File: src/rtl/pfd_pkg.sv
package pfd_pkg;

    typedef enum logic [1:0] {
        ST_IDLE = 2'b00,
        ST_UP   = 2'b01,
        ST_DN   = 2'b10,
        ST_BOTH = 2'b11
    } pfd_state_e;

    localparam logic [1:0] ERR_ZERO = 2'b00;
    localparam logic [1:0] ERR_POS  = 2'b01;
    localparam logic [1:0] ERR_NEG  = 2'b11;

endpackage

File: src/rtl/pfd_edge_sync.sv
module pfd_edge_sync #(
    parameter int STAGES = 2
) (
    input  logic clk,
    input  logic rst_n,
    input  logic sig_in,
    output logic rise
);
    localparam int LAST = STAGES - 1;

    logic [STAGES-1:0] chain;
    logic              prev_q;

    for (genvar i = 0; i < STAGES; i++) begin : g_stage
        if (i == 0) begin : g_first
            always_ff @(posedge clk or negedge rst_n) begin
                if (!rst_n) chain[0] <= 1'b0;
                else        chain[0] <= sig_in;
            end
        end else begin : g_next
            always_ff @(posedge clk or negedge rst_n) begin
                if (!rst_n) chain[i] <= 1'b0;
                else        chain[i] <= chain[i-1];
            end
        end
    end

    always_ff @(posedge clk or negedge rst_n) begin
        if (!rst_n) prev_q <= 1'b0;
        else        prev_q <= chain[LAST];
    end

    assign rise = chain[LAST] & ~prev_q;


    rise_needs_low_then_high_chk: assert property (@(posedge clk) disable iff (!rst_n)
        rise |=> !rise);

endmodule

File: src/rtl/pfd_flag_fsm.sv
module pfd_flag_fsm
    import pfd_pkg::*;
(
    input  logic       clk,
    input  logic       rst_n,
    input  logic       ref_rise,
    input  logic       fb_rise,
    output logic       up,
    output logic       dn,
    output logic [1:0] err
);
    pfd_state_e state_q, state_d;

    always_comb begin
        state_d = state_q;
        unique case (state_q)
            ST_IDLE: begin
                if (ref_rise && !fb_rise)      state_d = ST_UP;
                else if (fb_rise && !ref_rise) state_d = ST_DN;
                else                           state_d = ST_IDLE;
            end
            ST_UP:   if (fb_rise)  state_d = ST_BOTH;
            ST_DN:   if (ref_rise) state_d = ST_BOTH;
            ST_BOTH: state_d = ST_IDLE;
            default: state_d = ST_IDLE;
        endcase
    end

    always_ff @(posedge clk or negedge rst_n) begin
        if (!rst_n) state_q <= ST_IDLE;
        else        state_q <= state_d;
    end

    always_comb begin
        up  = 1'b0;
        dn  = 1'b0;
        err = ERR_ZERO;
        unique case (state_q)
            ST_IDLE: ;
            ST_UP:   begin up = 1'b1; err = ERR_POS; end
            ST_DN:   begin dn = 1'b1; err = ERR_NEG; end
            ST_BOTH: begin up = 1'b1; dn = 1'b1; end
            default: ;
        endcase
    end


    up_set_chk: assert property (@(posedge clk) disable iff (!rst_n)
        (!up && !dn && ref_rise && !fb_rise) |=> (up && !dn));


    dn_set_chk: assert property (@(posedge clk) disable iff (!rst_n)
        (!up && !dn && fb_rise && !ref_rise) |=> (dn && !up));


    up_hold_chk: assert property (@(posedge clk) disable iff (!rst_n)
        (up && !dn && !fb_rise) |=> (up && !dn));


    joint_clear_chk: assert property (@(posedge clk) disable iff (!rst_n)
        (up && dn) |=> (!up && !dn));


    tie_no_set_chk: assert property (@(posedge clk) disable iff (!rst_n)
        (!up && !dn && ref_rise && fb_rise) |=> (!up && !dn));


    err_code_chk: assert property (@(posedge clk) disable iff (!rst_n)
        (err == ERR_POS) == (up && !dn) && (err == ERR_NEG) == (dn && !up));

endmodule

File: src/rtl/pfd_err_accum.sv
module pfd_err_accum #(
    parameter int ACC_W = 16
) (
    input  logic             clk,
    input  logic             rst_n,
    input  logic             clr,
    input  logic [1:0]       err,
    output logic [ACC_W-1:0] acc
);
    localparam logic signed [ACC_W:0] SUM_MAX = (ACC_W+1)'(2**(ACC_W-1) - 1);
    localparam logic signed [ACC_W:0] SUM_MIN = -SUM_MAX - 1;
    localparam logic [ACC_W-1:0] ACC_MAX = {1'b0, {(ACC_W-1){1'b1}}};
    localparam logic [ACC_W-1:0] ACC_MIN = {1'b1, {(ACC_W-1){1'b0}}};

    logic signed [ACC_W:0] sum;
    logic [ACC_W-1:0]      acc_d;

    assign sum = $signed({acc[ACC_W-1], acc}) + $signed({{(ACC_W-1){err[1]}}, err});

    always_comb begin
        if (clr)                acc_d = '0;
        else if (sum > SUM_MAX) acc_d = ACC_MAX;
        else if (sum < SUM_MIN) acc_d = ACC_MIN;
        else                    acc_d = sum[ACC_W-1:0];
    end

    always_ff @(posedge clk or negedge rst_n) begin
        if (!rst_n) acc <= '0;
        else        acc <= acc_d;
    end


    acc_clear_chk: assert property (@(posedge clk) disable iff (!rst_n)
        clr |=> (acc == '0));


    acc_top_rail_chk: assert property (@(posedge clk) disable iff (!rst_n)
        (!clr && acc == ACC_MAX && err == 2'b01) |=> (acc == ACC_MAX));


    acc_bottom_rail_chk: assert property (@(posedge clk) disable iff (!rst_n)
        (!clr && acc == ACC_MIN && err == 2'b11) |=> (acc == ACC_MIN));

endmodule

File: src/rtl/pfd_tristate.sv
module pfd_tristate #(
    parameter int SYNC_STAGES = 2,
    parameter int ACC_W       = 16
) (
    input  logic             clk,
    input  logic             rst_n,
    input  logic             ref_in,
    input  logic             fb_in,
    input  logic             acc_clr,
    output logic             up,
    output logic             dn,
    output logic [1:0]       err,
    output logic [ACC_W-1:0] acc
);
    logic ref_rise;
    logic fb_rise;

    pfd_edge_sync #(.STAGES(SYNC_STAGES)) u_ref_edge (
        .clk(clk), .rst_n(rst_n), .sig_in(ref_in), .rise(ref_rise));

    pfd_edge_sync #(.STAGES(SYNC_STAGES)) u_fb_edge (
        .clk(clk), .rst_n(rst_n), .sig_in(fb_in), .rise(fb_rise));

    pfd_flag_fsm u_fsm (
        .clk(clk), .rst_n(rst_n), .ref_rise(ref_rise), .fb_rise(fb_rise),
        .up(up), .dn(dn), .err(err));

    pfd_err_accum #(.ACC_W(ACC_W)) u_acc (
        .clk(clk), .rst_n(rst_n), .clr(acc_clr), .err(err), .acc(acc));

endmodule

File: config.mk
export PLATFORM = sky130hd
export DESIGN_NAME = pfd_tristate
export DESIGN_NICKNAME = d
export VERILOG_FILES = /design/src/rtl/pfd_pkg.sv /design/src/rtl/pfd_edge_sync.sv /design/src/rtl/pfd_flag_fsm.sv /design/src/rtl/pfd_err_accum.sv /design/src/rtl/pfd_tristate.sv
export SDC_FILE = /design/constraint.sdc
export NUM_CORES = 1
export LEC_CHECK = 0
export BUFFER_PORTS_ARGS = -buffer_cell sky130_fd_sc_hd__buf_2
export CORE_MARGIN = 2
export CORE_UTILIZATION = 57
export CTS_CLUSTER_SIZE = 24
export DETAILED_ROUTE_END_ITERATION = 10
export GPL_ROUTABILITY_DRIVEN = 0
export PLACE_DENSITY = 0.79
export SKIP_CTS_REPAIR_TIMING = 1
export SLEW_MARGIN = 30
export SYNTH_ARGS = -nofsm -noshare
export SYNTH_HDL_FRONTEND = slang
export SYNTH_SLANG_ARGS = --single-unit
File: constraint.sdc
create_clock -name clk -period 4 [get_ports clk]
set_clock_uncertainty 0.2 [all_clocks]
set_input_delay 0.4 -clock clk [delete_from_list [all_inputs] [get_ports clk]]
set_output_delay 0.4 -clock clk [all_outputs]
set_load 0.1 [all_outputs]
==> results.md, run 1 <==
- For the worst-skew pair, the clock arrives at the later sink with an insertion delay of around 0.33 ns.
- After clock tree synthesis, the clock-pin slew on the worst setup and hold paths is 0.13 ns.
- The synthesized netlist contains just under 60 unique library cells.
- In this run the number of H-tree levels came out at 1.
- Setup violations remaining at the end of the flow were counted as 0.
- From left edge to right edge, the die measures roughly 63 um.
- Dividing the final minimum period by the clock period gives 0.846.
- The final antenna diode count is 0.
- The post-synthesis to final-layout area growth is 7.91%.
- During synthesis, Yosys emitted a total of 0 warnings.
- The hold violation total from the final report came to 0.
- Counting cells, the worst reg-to-reg path comes to 10.
- The post-synthesis average cell area is 9.38 um2.
- The maximum number of pins on one net before global-route repair is 25.
- For the worst setup path, the data arrival time is approximately 3.4 ns.
- Clock tree synthesis inserted a total of 3 buffers.
- The clock period could shrink to 3.38 ns.
- After synthesis the netlist holds a flip-flop and latch count of 24.
- The critical path's top delay family is compound AO/OA/AOI/OAI gates.
- The critical path runs through a total of 10 cells.
- On the worst path, the slowest cell contributes a delay of 0.57 ns.
- The final routed wire length divided by cell count is 15.8 um.
- The path class of the lowest-slack min-delay path is input pin to register.
- 25 I/O pins were placed.
- The cell count after synthesis is approximately 210.
- TritonCTS built the clock tree.
- The initial antenna violation count is 0.
- In the post-synthesis netlist, the cell with the most instances is dfrtp_1.
- The floorplan has 21 rows.
- The initial utilization of the core area, before any placement, comes to 0.597.
- The highest attainable clock frequency is ~300 MHz.
- Across the whole layout, storage elements account for 601 um2.
- The count of buffers added on input and output ports is 24.
- For this block, the via count after detailed routing is ~1.7k.
- In this run the worst path has a maximum fanout of 22.
- In this run the vertical extent of the chip is 63.4 um.
- The total routed wirelength is between 4000 and 5000 um.
- CTS saw 24 sinks.
- The compound-gate portion of the synthesized area is 0.269.
- The vias per cell is 6.12.
- Of the post-synthesis cell area, the dominant cell type holds 0.299.
- The count of buffering cells on the critical path with inverters included is 1.
- In the synthesized netlist, the cells that appear most often are dfrtp_1, o22ai_1, a21oi_1, xnor2_1.
- The setup slack on the worst flop-to-flop path is 0.62 ns.
- The synthesized design spends more area on one cell type than any other, namely dfrtp_1.
- The launching element type of the critical path is a register.
- The number of global-route vias before repair is 1484.
- The most used flip-flop cell after synthesis is dfrtp_1.
- The portion of synthesized area spent on multiplexers is 0.
- When the netlist entered floorplanning its net count stood at 227.
- The total negative slack for setup checks is 0 ns.
- Of the total synthesized cell area, the portion taken by AND, OR, NAND and NOR gates is 0.182.
- In the final layout, the multi-input gates occupy approximately 0.0012 mm2.
- Sorting the synthesized cells by area gives the leading types as dfrtp_1, xnor2_1, o22ai_1.
- The max-slew violation total from the final report is 0.
- The synthesized netlist occupies a cell area of between 0.002 and 0.0025 mm2.
- Summed over all layers, the global routing overflow is 0.
- The first global-routing pass estimated 7350 um of wire.
- Along the worst hold path, the cell count comes to 2.
- Walking the worst path, the cells encountered are inv_1, ha_2, xor2_1, ha_1, nand4bb_1, nand4_1, a2bb2oi_4, nor3_4, o311ai_4, o22ai_1.
- The number of synthesized flops with an enable pin is 0.
- By area, the combinational part of the netlist is dominated by compound AO/OA/AOI/OAI gates.
- The total of max-cap violations is 0.
- The smallest setup slack after layout is 0.617 ns.
- STA classifies the critical path endpoint as a register.
- The post-synthesis share of cell area spent on xor and xnor gates is 0.113.
- The proportion of register bits with asynchronous set or reset after synthesis is 1.00.
- The remaining routing DRC violations is 0.
- In the global route stage, overall resource usage came out at 0.232.
- The run finished with clean final reports.
- The core region area is 0.00336 mm2.
- The maximum clock insertion buffer count is 2.
- The wire-length estimate of the detail-placed layout is approximately 3000 um.
- The number of routed nets with antenna violations is 0.
- At the worst endpoint, the required time is 3.98 ns.
- The floorplan die area is 0.00401 mm2.
- In the final layout, the share of cells above drive strength 1 is 0.200.
- The startpoint-to-endpoint class of the critical path is register to register.
- The first routing iteration left 184 violations.
- In this run the tightest slew margin relative to its limit is 0.559.
- The layout net count is 244.
- Before antenna repair, the detailed router went through 5 iterations.
- The tree is rooted in a clkbuf_4.
- The register area share after synthesis is 0.299.
- Of the total synthesized cell area, the portion taken by full adders, half adders and majority gates is 0.0498.
- The slew at the pin closest to its max-slew limit is roughly 0.66 ns.
- Setup repair after global routing left no endpoint under its margin.
- Fill cells in the final layout number 297.
- The setup slack after placement is 0.686 ns.
- The largest individual stage delay along the critical path comes from the cell o311ai_4.
-- cell type report --
| cell class | count | area share |
|---|---|---|
| clock buffers | 3 | 0.0104 |
| clock inverters | 1 | 0.0139 |
| inverters | 11 | 0.0191 |
| well taps | 46 | 0.0266 |
| flip-flops and latches | 24 | 0.277 |
| multi-input cells | 160 | 0.570 |
| repair buffers | 31 | 0.0831 |
-- final timing paths --
path	end	start
max in group asynchronous	u_acc.acc[10]$_DFF_PN0_	rst_n
worst max register to register	u_acc.acc[12]$_DFF_PN0_	u_fsm.state_q[0]$_DFFE_PN0P_
min in group asynchronous	u_fsm.state_q[1]$_DFFE_PN0P_	rst_n
worst min-delay path	u_acc.acc[15]$_DFF_PN0_	acc_clr
worst max-delay path	u_acc.acc[12]$_DFF_PN0_	u_fsm.state_q[0]$_DFFE_PN0P_
worst min register to register	u_fb_edge.chain[1]$_DFF_PN0_	u_fb_edge.chain[0]$_DFF_PN0_
-- per-stage QoR --
| stage | std cells | instance area (um2) | util | hold WS (ns) |
|---|---|---|---|---|
| final | 276 | 2170 | 0.644 | 0.0308 |
| after global routing | 276 | 2170 | 0.644 | 0.0397 |
| after CTS | 273 | 2140 | 0.635 | -0.167 |
| after detailed placement | 269 | 2080 | 0.620 | 0.145 |
| after global placement | 269 | 2080 | 0.620 | 0.139 |
| after floorplan | 214 | 2010 | - | -0.0956 |
-- cell usage in the layout, fill, tap and decap left out, types with 4 or more instances in the layout --
cell type	n
a21oi_1	16
buf_2	24
buf_4	4
dfrtp_1	24
ha_1	7
inv_1	11
nand2_1	7
nor2_1	8
nor2b_1	4
nor3_1	6
o21ai_0	7
o22ai_1	18
xnor2_1	16
xor2_1	8
-- metal layers --
metal  global-route usage  wire, um
met1                0.356      1960
met2                0.346      2080
met3               0.0214       271
met4               0.0734        56
met5                    0         0
-- cell families (layout without fill, tap and decap cells) --
logic type / count (synthesis) / after routing
AOI/OAI and AO/OA: 71 / 71
xor gates and xnor gates: 25 / 25
adders and majority gates: 8 / 8
buffers and inverters: 30 / 46
DFF: 24 / 24
and+or+nand+nor: 56 / 56
-- sequential cells by signal (all words and copies together), names as in the netlist --
name and flops:
u_acc.acc 16, u_ref_edge.chain 2, u_ref_edge.prev_q 1, u_fb_edge.chain 2, u_fb_edge.prev_q 1, u_fsm.state_q 2
Power of run 1 is not shown: default switching activity piles up to over one toggle a cycle in this logic, so the estimate is an artifact.
==> run 2, diff against run 1 <==
==> constraint.sdc (replaced) <==
create_clock -name clk -period 3.3 [get_ports clk]
set_clock_uncertainty 0.2 [all_clocks]
set_input_delay 0.33 -clock clk [delete_from_list [all_inputs] [get_ports clk]]
set_output_delay 0.33 -clock clk [all_outputs]
set_load 0.1 [all_outputs]
==> run 2 against run 1 <==
  * Final cell count rose by 1.1%
  * Via count is 0.30% higher
  * Fmax up 9.6%
  * Largest cell class unchanged
==> results.md, run 2 (same netlist as run 1, synthesis figures left out) <==
- Result of the run: finished clean (unchanged).
- The share of the clock period used by the worst path is 0.935 (was 0.846).
- Setup repair after global routing missed its margin: false (unchanged).
- The launching element of the worst setup path is u_fsm.state_q[1]$_DFFE_PN0P_ (was u_fsm.state_q[0]$_DFFE_PN0P_).
- The last element of the critical path is u_acc.acc[1]$_DFF_PN0_ (was u_acc.acc[12]$_DFF_PN0_).
- The latest clock arrival within the worst-skew pair is 0.31 ns (was 0.33 ns).
- The register with the most flip-flops is u_acc.acc (unchanged).
- The total congestion overflow after global routing is 0 (unchanged).
- The total placed instance area came to 0.00212 mm2 (was 0.00208 mm2).
- The vias per cell is 6.07 (was 6.12).
- The estimated wirelength of the detail-placed design came to 3100 um (was 3080 um).
- The global-route wire length before repair was 6960 um (was 7350 um).
- The layout cell share with drive strength beyond 1 is 0.215 (was 0.200).
- The clock period minus worst slack was 3.09 ns (was 3.38 ns).
- The highest attainable clock frequency is 324 MHz (was 296 MHz).
- The post-layout utilization of the core was 0.654 (was 0.644).
- The remaining routing DRC violations is 0 (unchanged).
- The endpoint class of the critical path was a register (unchanged).
- The total routing usage reported by global routing is 0.217 (was 0.232).
- The clock tree from TritonCTS is done (unchanged).
- The initial antenna violation count came to 0 (unchanged).
- The total routed wirelength is 4150 um (was 4370 um).
- The x dimension of the die came to 63.4 um (unchanged).
- The worst max-slew margin expressed relative to the limit is 0.583 (was 0.559).
- The cell depth of the worst flop-to-flop path was 11 (was 10).
- The floorplan die area is 0.00401 mm2 (unchanged).
- The count of routing violations after the opening detailed-route iteration was 149 (was 184).
- The path class of the lowest-slack min-delay path was register to register (was input pin to register).
- The data arrival at the endpoint of the critical path is 3.08 ns (was 3.37 ns).
- The clock slew at the register clock pins of the worst setup and hold paths is 0.11 ns (was 0.13 ns).
- The maximum clock insertion buffer count is 2 (unchanged).
- The final antenna diode count is 0 (unchanged).
- The number of global-route vias before repair is 1460 (was 1484).
- Commonest non-fill, non-tap cells in the layout: buf_2, dfrtp_1, o22ai_1 (unchanged).
- The number of routed nets with antenna violations came to 0 (unchanged).
- The flip-flop count of the largest register, all copies and words added is 16 (unchanged).
- The number of clock sinks is 24 (unchanged).
- The slew at the pin closest to its max-slew limit is 0.626 ns (was 0.661 ns).
- The maximum number of pins on one net before global-route repair is 27 (was 25).
- The startpoint-to-endpoint class of the critical path is register to register (unchanged).
- The starting density of the core is 0.597 (unchanged).
- The number of inserted filler cells in the final layout is 299 (was 297).
- The setup slack on the worst flop-to-flop path was 0.21 ns (was 0.62 ns).
- The top-level port count came to 25 (unchanged).
- The design area is 0.00220 mm2 (was 0.00217 mm2).
- The number of endpoints failing setup at the final stage is 0 (unchanged).
- The worst-path maximum fanout is 6 (was 22).
- The reg-to-reg endpoint is u_acc.acc[1]$_DFF_PN0_ (was u_acc.acc[12]$_DFF_PN0_).
- The number of detailed-route iterations in the first pass is 4 (was 5).
- The total via count in the routed design is 1693 (was 1688).
- The core region area came to 0.00336 mm2 (unchanged).
- The clock tree root driver cell is clkbuf_4 (unchanged).
- The deepest level of the CTS H-tree is 1 (unchanged).
- The total of max-cap violations is 0 (unchanged).
- The launching element type of the critical path was a register (unchanged).
- The TritonCTS buffer count is 3 (unchanged).
- The startpoint of the worst-slack reg-to-reg timing path is u_fsm.state_q[1]$_DFFE_PN0P_ (was u_fsm.state_q[0]$_DFFE_PN0P_).
- The hold violation total from the final report is 0 (unchanged).
- The max-slew violation total from the final report is 0 (unchanged).
- The layout net count was 247 (was 244).
- The cell row count is 21 (unchanged).
- The post-synthesis to final-layout area growth is 9.59% (was 7.91%).
- The final routed wire length divided by cell count was 14.9 um (was 15.8 um).
- The port buffer count is 24 (unchanged).
- The critical path data required time is 3.29 ns (was 3.98 ns).
- The die height is 63.4 um (unchanged).
run 2: worst min-delay path by stage:
| stage | start | to | slack, ns | cells past startpoint |
|---|---|---|---|---|
| after global placement | u_ref_edge.chain[0]$_DFF_PN0_ | u_ref_edge.chain[1]$_DFF_PN0_ | 0.13 | 0 |
| final | u_ref_edge.chain[0]$_DFF_PN0_ | u_ref_edge.chain[1]$_DFF_PN0_ | 0.16 | 0 |
| after CTS | rst_n | u_acc.acc[12]$_DFF_PN0_ | -0.22 | 1 |
| after global routing | u_fb_edge.chain[0]$_DFF_PN0_ | u_fb_edge.chain[1]$_DFF_PN0_ | 0.17 | 0 |
| after floorplan | rst_n | u_acc.acc[0]$_DFF_PN0_ | -0.17 | 0 |
| after detailed placement | rst_n | u_acc.acc[12]$_DFF_PN0_ | 0.14 | 1 |
run 2: area by class of cell:
| cell class | instances | area (um2) | share of cell area |
|---|---|---|---|
| Sequential cell | 24 | 601 | 0.273 |
| Timing Repair Buffer | 34 | 218 | 0.0989 |
| Clock buffer | 4 | 36.3 | 0.0165 |
| Multi-Input combinational cell | 160 | 1250 | 0.567 |
| Inverter | 11 | 41.3 | 0.0188 |
| Tap cell | 46 | 57.6 | 0.0262 |
run 2: stage by stage:
step	cells	setup slack (ns)	hold slack (ns)	TNS, ns
final	279	0.215	0.162	0
after global routing	279	0.0466	0.170	0
after CTS	275	0.221	-0.221	0
after detailed placement	271	0.241	0.136	0
after global placement	271	0.380	0.133	0
after floorplan	214	-0.0242	-0.166	-0.220
run 2: critical path, stage by stage, from the launching register on:
cell	delay [ns]
dfrtp_1	0.47
inv_1	0.09
ha_1	0.32
ha_1	0.25
ha_2	0.22
nand4b_1	0.10
nand4_1	0.25
a2bb2oi_4	0.33
nor3_4	0.08
o311ai_4	0.40
buf_4	0.20
o22ai_1	0.07
run 2: routing by layer:
metal / GRT usage / wire length, um / vias up
met5: 0 / 0 / -
li1: - / - / 833
met1: 0.333 / 2000 / 802
met2: 0.334 / 1940 / 56
met4: 0.0489 / 14 / 0
met3: 0.0161 / 194 / 2
Power of run 2 is left out for the same reason.
==> run 3, diff against run 2 <==
--- a/config.mk
+++ b/config.mk
@@ -6,8 +6,10 @@
 export NUM_CORES = 1
 export LEC_CHECK = 0
 export BUFFER_PORTS_ARGS = -buffer_cell sky130_fd_sc_hd__buf_2
+export CELL_PAD_IN_SITES_DETAIL_PLACEMENT = 0
+export CELL_PAD_IN_SITES_GLOBAL_PLACEMENT = 2
 export CORE_MARGIN = 2
-export CORE_UTILIZATION = 57
+export CORE_UTILIZATION = 36
 export CTS_CLUSTER_SIZE = 24
 export DETAILED_ROUTE_END_ITERATION = 10
 export GPL_ROUTABILITY_DRIVEN = 0
==> run 3 against run 2 <==
  * Critical path depth stayed put
  * First-iteration DRC count is 50% lower
  * Fmax is 3.2% higher
==> results.md, run 3 (same netlist as run 1, synthesis figures left out) <==
- Result of the run: finished clean (unchanged).
- The worst-path maximum fanout is 8 (was 6).
- The TritonCTS buffer count came to 3 (unchanged).
- The path class of the lowest-slack min-delay path is input pin to register (was register to register).
- The final routed wire length divided by cell count is 15.7 um (was 14.9 um).
- The global-route wire length before repair is 8050 um (was 6960 um).
- The slew at the pin closest to its max-slew limit is 0.527 ns (was 0.626 ns).
- The startpoint of the worst-slack reg-to-reg timing path was u_fsm.state_q[1]$_DFFE_PN0P_ (unchanged).
- The number of endpoints failing setup at the final stage came to 0 (unchanged).
- The launching element of the worst setup path is u_fsm.state_q[1]$_DFFE_PN0P_ (unchanged).
- The design area is 0.00226 mm2 (was 0.00220 mm2).
- The critical path's top delay family is adder cells (was compound AO/OA/AOI/OAI gates).
- The worst max-slew margin expressed relative to the limit is 0.648 (was 0.583).
- The total routed wirelength is 4850 um (was 4150 um).
- Commonest non-fill, non-tap cells in the layout: buf_2, dfrtp_1, o22ai_1 (unchanged).
- The x dimension of the die is 78.7 um (was 63.4 um).
- The initial antenna violation count is 0 (unchanged).
- The remaining routing DRC violations came to 0 (unchanged).
- The maximum number of pins on one net before global-route repair is 32 (was 27).
- The latest clock arrival within the worst-skew pair is 0.25 ns (was 0.31 ns).
- The register with the most flip-flops is u_acc.acc (unchanged).
- The clock period minus worst slack is 2.99 ns (was 3.09 ns).
- The critical path data required time was 3.23 ns (was 3.29 ns).
- The setup slack after placement is 0.303 ns (was 0.241 ns).
- The hold violation total from the final report came to 0 (unchanged).
- The clock slew at the register clock pins of the worst setup and hold paths is 0.08 ns (was 0.11 ns).
- The clock tree from TritonCTS is done (unchanged).
- The floorplan die area is 0.00619 mm2 (was 0.00401 mm2).
- The post-synthesis to final-layout area growth is 12.5% (was 9.59%).
- The layout cell share with drive strength beyond 1 is 0.229 (was 0.215).
- The total of max-cap violations is 0 (unchanged).
- The cell repeated most along the worst path is ha_1 (unchanged).
- The data arrival at the endpoint of the critical path is 2.92 ns (was 3.08 ns).
- The layout net count is 250 (was 247).
- The endpoint class of the critical path is a register (unchanged).
- Cells traversed along the worst timing path: inv_1, ha_1, ha_1, ha_2, nand4b_1, nand4_1, a2bb2oi_4, nor3_4, o211ai_2, buf_4, o22ai_1 (was inv_1, ha_1, ha_1, ha_2, nand4b_1, nand4_1, a2bb2oi_4, nor3_4, o311ai_4, buf_4, o22ai_1).
- The number of detailed-route iterations in the first pass was 4 (unchanged).
- The die height is 78.7 um (was 63.4 um).
- The port buffer count is 24 (unchanged).
- The cell row count is 27 (was 21).
- The number of global-route vias before repair came to 1526 (was 1460).
- The vias per cell came to 5.49 (was 6.07).
- The worst hold slack is 0.0258 ns (was 0.162 ns).
- The flip-flop count of the largest register, all copies and words added is 16 (unchanged).
- The total via count in the routed design is 1691 (was 1693).
- The number of clock sinks is 24 (unchanged).
- The setup slack on the worst flop-to-flop path was 0.31 ns (was 0.21 ns).
- The highest attainable clock frequency is 334 MHz (was 324 MHz).
- The total placed instance area is 0.00217 mm2 (was 0.00212 mm2).
- The core region area is 0.00544 mm2 (was 0.00336 mm2).
- The startpoint-to-endpoint class of the critical path was register to register (unchanged).
- The starting density of the core is 0.369 (was 0.597).
- The top-level port count came to 25 (unchanged).
- The final antenna diode count is 0 (unchanged).
- The longest individual stage delay on the worst path is 0.45 ns (was 0.47 ns).
- The critical hold path startpoint was acc_clr (was u_ref_edge.chain[0]$_DFF_PN0_).
- The max-slew violation total from the final report is 0 (unchanged).
- The critical-path cell with the highest stage delay is dfrtp_1 (unchanged).
- The launching element type of the critical path is a register (unchanged).
- The count of buffering cells on the critical path with inverters included is 2 (unchanged).
- The maximum clock insertion buffer count is 2 (unchanged).
- The total routing usage reported by global routing came to 0.162 (was 0.217).
- The total congestion overflow after global routing came to 0 (unchanged).
- The number of routed nets with antenna violations came to 0 (unchanged).
- The share of the clock period used by the worst path is 0.906 (was 0.935).
- The deepest level of the CTS H-tree came to 1 (unchanged).
- The clock tree root driver cell is clkbuf_8 (was clkbuf_4).
- The count of routing violations after the opening detailed-route iteration was 75 (was 149).
- Setup repair after global routing missed its margin: false (unchanged).
- The estimated wirelength of the detail-placed design is 3530 um (was 3100 um).
- The smallest setup slack after layout is 0.310 ns (was 0.215 ns).
-- run 3: changes by cell type in the layout (fill, tap and decap cells not counted), sizes merged --
cell	delta
dlygate4sd3	-1
buf	+4
-- run 3: cell type report --
cell class	count	area [um2]
Fill cell	534	3180
Multi-Input combinational cell	160	1250
Sequential cell	24	601
Timing Repair Buffer	37	225
Tap cell	72	90.1
Clock buffer	4	55.1
Inverter	11	41.3
-- run 3: per-stage QoR --
stage               utilization  cells  TNS [ns]
finish                    0.415    308         0
detailed placement        0.400    301         0
CTS                       0.410    305         0
global route              0.415    308         0
global placement          0.400    301         0
floorplan                     -    214    -0.220
-- run 3: layer usage --
layer | routed length (um) | track usage | share of wire | up-vias
li1 | - | - | - | 832
met1 | 2420 | 0.243 | 0.50 | 802
met2 | 2120 | 0.244 | 0.44 | 51
met3 | 248 | 0.0195 | 0.051 | 6
met4 | 53 | 0.0421 | 0.011 | 0
met5 | 0 | 0 | 0 | -
-- run 3: worst paths after layout --
path,cells after the start,endpoint
worst max register to register,11,u_acc.acc[14]$_DFF_PN0_
max in group asynchronous,2,u_acc.acc[15]$_DFF_PN0_
worst max-delay path,11,u_acc.acc[14]$_DFF_PN0_
worst min register to register,0,u_fb_edge.chain[1]$_DFF_PN0_
worst min-delay path,2,u_acc.acc[15]$_DFF_PN0_
min in group asynchronous,2,u_acc.acc[8]$_DFF_PN0_
Power of run 3 is left out for the same reason.
